==> src/rtl/pfc_seq_pkg.sv <==
package pfc_seq_pkg;

  typedef enum logic [1:0] {
    ST_OFF  = 2'd0,
    ST_STBY = 2'd1,
    ST_SOFT = 2'd2,
    ST_NORM = 2'd3
  } pwr_state_e;

  localparam int NUM_FLAGS = 6;
  localparam int F_SUP_ON  = 0;
  localparam int F_SUP_LOW = 1;
  localparam int F_FB      = 2;
  localparam int F_BO      = 3;
  localparam int F_EN      = 4;
  localparam int F_AT95    = 5;

  typedef struct packed {
    logic at95;
    logic en;
    logic bo;
    logic fb;
    logic sup_low;
    logic sup_on;
  } flags_t;

endpackage

==> src/rtl/pfc_flag_sync.sv <==
module pfc_flag_sync #(
  parameter int STAGES = 2
) (
  input  logic clk,
  input  logic rst,
  input  logic d_i,
  output logic q_o
);
  logic [STAGES-1:0] chain_q;

  always_ff @(posedge clk) begin
    if (rst) chain_q <= '0;
    else     chain_q <= {chain_q[STAGES-2:0], d_i};
  end

  assign q_o = chain_q[STAGES-1];
endmodule

==> src/rtl/pfc_flag_debounce.sv <==
module pfc_flag_debounce #(
  parameter int COUNT = 16
) (
  input  logic clk,
  input  logic rst,
  input  logic sync_i,
  output logic deb_o
);
  localparam int CW = (COUNT < 2) ? 1 : $clog2(COUNT);
  localparam logic [CW-1:0] LAST = CW'(COUNT - 1);

  logic [CW-1:0] cnt_q;
  logic          deb_q;

  always_ff @(posedge clk) begin
    if (rst) begin
      cnt_q <= '0;
      deb_q <= 1'b0;
    end else if (sync_i == deb_q) begin
      cnt_q <= '0;
    end else if (cnt_q == LAST) begin
      cnt_q <= '0;
      deb_q <= sync_i;
    end else begin
      cnt_q <= cnt_q + 1'b1;
    end
  end

  assign deb_o = deb_q;


  deb_follow_chk: assert property (@(posedge clk) disable iff (rst)
    !$stable(deb_q) |-> ($past(sync_i) == deb_q));
endmodule

==> src/rtl/pfc_settle_timer.sv <==
module pfc_settle_timer #(
  parameter int CYCLES = 20000
) (
  input  logic clk,
  input  logic rst,
  input  logic run_i,
  output logic done_o
);
  localparam int TW = $clog2(CYCLES + 1);
  localparam logic [TW-1:0] LIMIT = TW'(CYCLES);

  logic [TW-1:0] cnt_q;

  always_ff @(posedge clk) begin
    if (rst || !run_i)      cnt_q <= '0;
    else if (cnt_q != LIMIT) cnt_q <= cnt_q + 1'b1;
  end

  assign done_o = (cnt_q == LIMIT);


  settle_sat_chk: assert property (@(posedge clk) disable iff (rst)
    (done_o && run_i) |=> done_o);
endmodule

==> src/rtl/pfc_seq_fsm.sv <==
module pfc_seq_fsm
  import pfc_seq_pkg::*;
(
  input  logic       clk,
  input  logic       rst,
  input  flags_t     flg_i,
  input  logic       settle_done_i,
  output pwr_state_e state_o,
  output logic       gate_en_o,
  output logic       soft_start_o,
  output logic       out_good_o
);
  pwr_state_e state_q, nxt;
  logic       gate_q, ss_q, good_q;
  logic       start_ok, run_ok;

  assign start_ok = flg_i.sup_on && flg_i.fb && flg_i.bo && !flg_i.sup_low;
  assign run_ok   = flg_i.fb && flg_i.en;

  always_comb begin
    nxt = state_q;
    unique case (state_q)
      ST_OFF:  if (start_ok) nxt = ST_STBY;
      ST_STBY: begin
        if (flg_i.sup_low)               nxt = ST_OFF;
        else if (settle_done_i && run_ok) nxt = ST_SOFT;
      end
      ST_SOFT: begin
        if (flg_i.sup_low)  nxt = ST_OFF;
        else if (!run_ok)   nxt = ST_STBY;
        else if (flg_i.at95) nxt = ST_NORM;
      end
      ST_NORM: begin
        if (flg_i.sup_low)  nxt = ST_OFF;
        else if (!run_ok)   nxt = ST_STBY;
      end
      default: nxt = ST_OFF;
    endcase
  end

  always_ff @(posedge clk) begin
    if (rst) begin
      state_q <= ST_OFF;
      gate_q  <= 1'b0;
      ss_q    <= 1'b0;
      good_q  <= 1'b0;
    end else begin
      state_q <= nxt;
      gate_q  <= (nxt == ST_SOFT) || (nxt == ST_NORM);
      ss_q    <= (nxt == ST_SOFT);
      good_q  <= (nxt == ST_NORM);
    end
  end

  assign state_o      = state_q;
  assign gate_en_o    = gate_q;
  assign soft_start_o = ss_q;
  assign out_good_o   = good_q;


  good_gate_chk: assert property (@(posedge clk) disable iff (rst)
    out_good_o |-> gate_en_o);

  off_gate_chk: assert property (@(posedge clk) disable iff (rst)
    (state_q == ST_OFF) |-> (!gate_en_o && !out_good_o && !soft_start_o));

  supply_drop_chk: assert property (@(posedge clk) disable iff (rst)
    (flg_i.sup_low && state_q != ST_OFF) |=> (state_q == ST_OFF));

  stby_exit_chk: assert property (@(posedge clk) disable iff (rst)
    (state_q == ST_STBY) |=> (state_q != ST_NORM));

  settle_hold_chk: assert property (@(posedge clk) disable iff (rst)
    (state_q == ST_STBY && !settle_done_i) |=> !gate_en_o);

  normal_entry_chk: assert property (@(posedge clk) disable iff (rst)
    (state_q != ST_NORM && !flg_i.at95) |=> (state_q != ST_NORM));

  off_exit_chk: assert property (@(posedge clk) disable iff (rst)
    (state_q == ST_OFF && !start_ok) |=> (state_q == ST_OFF));
endmodule

==> src/rtl/pfc_power_seq.sv <==
module pfc_power_seq
  import pfc_seq_pkg::*;
#(
  parameter int SYNC_STAGES     = 2,
  parameter int DEBOUNCE_CYCLES = 16,
  parameter int SETTLE_CYCLES   = 20000
) (
  input  logic       clk,
  input  logic       rst,
  input  logic       supply_on_i,
  input  logic       supply_low_i,
  input  logic       fb_ok_i,
  input  logic       brownout_ok_i,
  input  logic       enable_ok_i,
  input  logic       out_at95_i,
  output logic       gate_en_o,
  output logic       soft_start_o,
  output logic       out_good_o,
  output logic [1:0] state_o
);
  logic [NUM_FLAGS-1:0] raw, synced, clean;
  flags_t     flg;
  pwr_state_e st;
  logic       settle_done;

  assign raw[F_SUP_ON]  = supply_on_i;
  assign raw[F_SUP_LOW] = supply_low_i;
  assign raw[F_FB]      = fb_ok_i;
  assign raw[F_BO]      = brownout_ok_i;
  assign raw[F_EN]      = enable_ok_i;
  assign raw[F_AT95]    = out_at95_i;

  for (genvar i = 0; i < NUM_FLAGS; i++) begin : g_flag
    pfc_flag_sync #(.STAGES(SYNC_STAGES)) u_sync (
      .clk(clk), .rst(rst), .d_i(raw[i]), .q_o(synced[i]));
    pfc_flag_debounce #(.COUNT(DEBOUNCE_CYCLES)) u_deb (
      .clk(clk), .rst(rst), .sync_i(synced[i]), .deb_o(clean[i]));
  end

  assign flg = flags_t'(clean);

  pfc_settle_timer #(.CYCLES(SETTLE_CYCLES)) u_settle (
    .clk(clk), .rst(rst), .run_i(st != ST_OFF), .done_o(settle_done));

  pfc_seq_fsm u_fsm (
    .clk(clk), .rst(rst), .flg_i(flg), .settle_done_i(settle_done),
    .state_o(st), .gate_en_o(gate_en_o), .soft_start_o(soft_start_o),
    .out_good_o(out_good_o));

  assign state_o = st;
endmodule

==> config.mk <==
export PLATFORM = sky130hd
export DESIGN_NAME = pfc_power_seq
export DESIGN_NICKNAME = d
export VERILOG_FILES = /design/src/rtl/pfc_seq_pkg.sv /design/src/rtl/pfc_flag_sync.sv /design/src/rtl/pfc_flag_debounce.sv /design/src/rtl/pfc_settle_timer.sv /design/src/rtl/pfc_seq_fsm.sv /design/src/rtl/pfc_power_seq.sv
export SDC_FILE = /design/constraint.sdc
export NUM_CORES = 1
export LEC_CHECK = 0
export BUFFER_PORTS_ARGS = -buffer_cell sky130_fd_sc_hd__buf_2
export CAP_MARGIN = 20
export CELL_PAD_IN_SITES_DETAIL_PLACEMENT = 1
export CELL_PAD_IN_SITES_GLOBAL_PLACEMENT = 2
export CORE_ASPECT_RATIO = 0.7
export CORE_MARGIN = 2
export CORE_UTILIZATION = 41
export CTS_CLUSTER_SIZE = 24
export DETAILED_ROUTE_END_ITERATION = 12
export PLACE_DENSITY_LB_ADDON = 0.1
export SLEW_MARGIN = 20
export SYNTH_ARGS = -nofsm -noshare
export SYNTH_HDL_FRONTEND = slang
export SYNTH_HIERARCHICAL = 1
export SYNTH_SLANG_ARGS = --single-unit
==> constraint.sdc <==
create_clock -name clk -period 5.9 [get_ports clk]
set_clock_uncertainty 0.1 [all_clocks]
set_input_delay 1.18 -clock clk [delete_from_list [all_inputs] [get_ports clk]]
set_output_delay 1.18 -clock clk [all_outputs]
set_load 0.02 [all_outputs]
==> impl_results.md <==
- Global-route wire length before repair: 8004 um
- Worst-path clk slew: 0.06 ns
- Gr ovfl total: 0
- CTS tree: done
- Yosys top cell area share: 50.43%
- Netlist cell types: 34
- Worst Path Required: 6.07 ns
- Hold path depth: 1
- Layout cells sized above 1: 13.28%
- Post-CTS Setup Inserts: 0
- Cell taking the most area after synthesis: dfxtp_1
- Avg Cell Area, Syn: 9.924 um2
- Pwr/cell area: 265.8 nW/um2
- Post-synth net total: 264
- DIE AREA: 6648 um2
- Core area: 5756 um2
- Drt total wl: 4547 um
- Pleak: 1.121 nW
- HP Start: g_flag[4].u_sync/chain_q[0]$_SDFF_PP0_
- Cts hold-fix bufs: 0
- Setup TNS: 0 ns
- Post-Syn Instances: 248
- Setup slack, reg-to-reg: 3.53 ns
- Via count: 1746
- DR pass1 iterations: 4
- Max Fanout on Critical Path: 6
- Die Width: 96.60 um
- Hold Path End: g_flag[4].u_sync/chain_q[1]$_SDFF_PP0_
- Final ANT Viol Nets: 0
- Fmax: 422.5 MHz
- Warnings from Yosys: 6
- Global Route Usage Sum: 15.79%
- Clock Latency Late Sink: 0.33 ns
- Hold WS: 0.3367 ns
- Max-capacitance violation count: 0
- ANT cells: 0
- Crit end category: flop
- Area overhead of the layout relative to synthesis: 11.59%
- CP Launch Type: flop
- Die H: 68.82 um
- Top cells by count, synth: dfxtp_1 (62), nor2_1 (27), nand3_1 (22)
- TritonCTS Sinks: 62
- Share of the yosys chip area belonging to registers: 50.43%
- Area contributors post-synth: dfxtp_1 (50%), xor2_1 (7.1%), mux2i_1 (4.5%), nand3_1 (4.5%), nor2_1 (4.1%)
- Pin count of the biggest net entering global routing: 35
- Hold Vio Cnt, Final: 0
- RR Startpoint: u_settle/cnt_q[3]$_SDFFE_PP0P_
- Vias per cell: 5.046
- Number of synthesized flops with an enable pin: 0
- Max_slew headroom: 55.25%
- FF+latch count, synth: 62
- Wire per inst: 13.14 um
- Clock tree root buffer cell: clkbuf_8
- RSZ-0062 raised after global routing: no
- Fill cells: 658
- Post-route setup slack: 3.533 ns
- Final setup fails: 0
- Clock buffer depth: 2
- DP Wirelength: 3217 um
- Initial antenna violation count: 0
- CTS buffer count: 9
- Status: finished clean
- Period utilization: 40.12%
- Worst Path Class, Setup: flop to flop
- Post-Place Worst Slack: 3.343 ns
- Most instantiated library cell after synthesis: dfxtp_1
- Drt first-iter violations: 43
- R2r worst-path depth: 6
- Critical Path AT: 2.54 ns
- DRC viols: 0
- Main synth FF type: dfxtp_1
- RD Place Congestion: 0.8004
- Starting density of the core: 42.76%
- Minimum clock period: 2.367 ns
- H-tree levels: 3
- Ports: 13
- Vias in the first global route: 1668
- Type of the worst min-delay path: flop to flop
- Layout net count: 285
- Slew @ Worst Pin: 0.6698 ns
- Mapped cell area: 2461 um2
- CTS resizes: 0
- Port bufs: 12
- Pins Over Slew Limit: 0
- Reg-to-reg endpoint: u_fsm/soft_start_o$_SDFF_PP0_
- VDD IR max: 130.0 uV
- Share of synthesized registers carrying an async set or reset: 0%
- # rows: 23
-- cell type report --
cell class              instances  area [um2]  area share, %
clock buffers                  10       127.6          4.647
clock inverters                 3       15.01         0.5467
inverters                      14       53.80          1.959
multi-input cells             170        1155          42.05
flip-flops and latches         62        1241          45.19
well taps                      75       93.84          3.417
repair buffers                 12       60.06          2.187
-- how the worst max path moves through the flow --
stage	startpoint	end	slack, ns
4_1_cts	u_settle/cnt_q[3]$_SDFFE_PP0P_	u_fsm/soft_start_o$_SDFF_PP0_	3.51
3_5_place_dp	rst	u_settle/cnt_q[2]$_SDFFE_PP0P_	3.34
6_report	u_settle/cnt_q[3]$_SDFFE_PP0P_	u_fsm/soft_start_o$_SDFF_PP0_	3.53
2_1_floorplan	u_settle/cnt_q[3]$_SDFFE_PP0P_	u_fsm/soft_start_o$_SDFF_PP0_	3.73
3_3_place_gp	rst	u_settle/cnt_q[2]$_SDFFE_PP0P_	3.38
5_1_grt	u_settle/cnt_q[0]$_SDFFE_PP0P_	u_fsm/soft_start_o$_SDFF_PP0_	3.38
-- worst max-delay path, cell delays in order (launching register included) --
cell and delay, ns:
dfxtp_1 0.36, or4b_4 0.58, nor4_4 0.48, a21oi_1 0.13
or4_4 0.45, clkinv_2 0.06, and4_1 0.15
-- flip-flops by register name (all words and copies together), names as in the netlist --
name,cells
g_flag.u_deb/deb_o,6
g_flag.u_deb/cnt_q,24
u_fsm/gate_en_o,1
u_settle/cnt_q,15
u_fsm/soft_start_o,1
g_flag.u_sync/chain_q,12
u_fsm/state_o,2
u_fsm/out_good_o,1
-- report_power, final --
part | switching [mW] | internal [mW]
logic | 0.00664 | 0.00635
clock network | 0.148 | 0.143
registers | 0.00237 | 0.424
total | 0.157 | 0.573
-- stage by stage --
step | area, um2 | std cells | util, % | power, mW
finish | 2746 | 346 | 47.72 | 0.7299
CTS | 2746 | 346 | 47.72 | 0.7448
global route | 2746 | 346 | 47.72 | 0.7658
detailed placement | 2604 | 333 | 45.24 | 0.4489
global placement | 2604 | 333 | 45.24 | 0.4484
floorplan | 2461 | 248 | - | 0.4419
-- placed cells by master (no fill, tap or decap), drive strengths merged, types with 2 or more instances in the layout --
| master | synthesis | layout |
|---|---|---|
| ha | 8 | 8 |
| a31oi | 2 | 2 |
| nand4 | 4 | 4 |
| dfxtp | 62 | 62 |
| or4b | 2 | 2 |
| mux2i | 11 | 11 |
| buf | 1 | 12 |
| o21ai | 2 | 2 |
| nand2b | 4 | 4 |
| or4 | 5 | 5 |
| nand2 | 11 | 11 |
| nand3b | 7 | 7 |
| clkinv | 1 | 4 |
| or3 | 2 | 2 |
| clkbuf | 1 | 10 |
| and4 | 2 | 2 |
| nor2b | 14 | 14 |
| nor4 | 4 | 4 |
| xor2 | 20 | 20 |
| nor2 | 27 | 27 |
| inv | 13 | 13 |
| and3b | 6 | 6 |
| a21oi | 8 | 8 |
| nand3 | 22 | 22 |
| o31ai | 4 | 4 |
-- metal layers --
metal  routed length, um  vias to the layer above  GRT usage (%)
li1                    -                      894              -
met1                2462                      821          21.35
met2                1825                       25          21.96
met3                 196                        6          6.452
met4                  63                        0          7.394
met5                   0                        -              0
-- cell families after synthesis --
group	Yosys count	synth area share, %
flops	62	50.43
mux	11	4.474
buf+inv	16	2.644
xor+xnor	20	7.118
fa+ha+maj	8	4.067
compound gates	19	4.678
simple gates	112	26.59
Note: power is estimated with default switching activity, not from simulation.
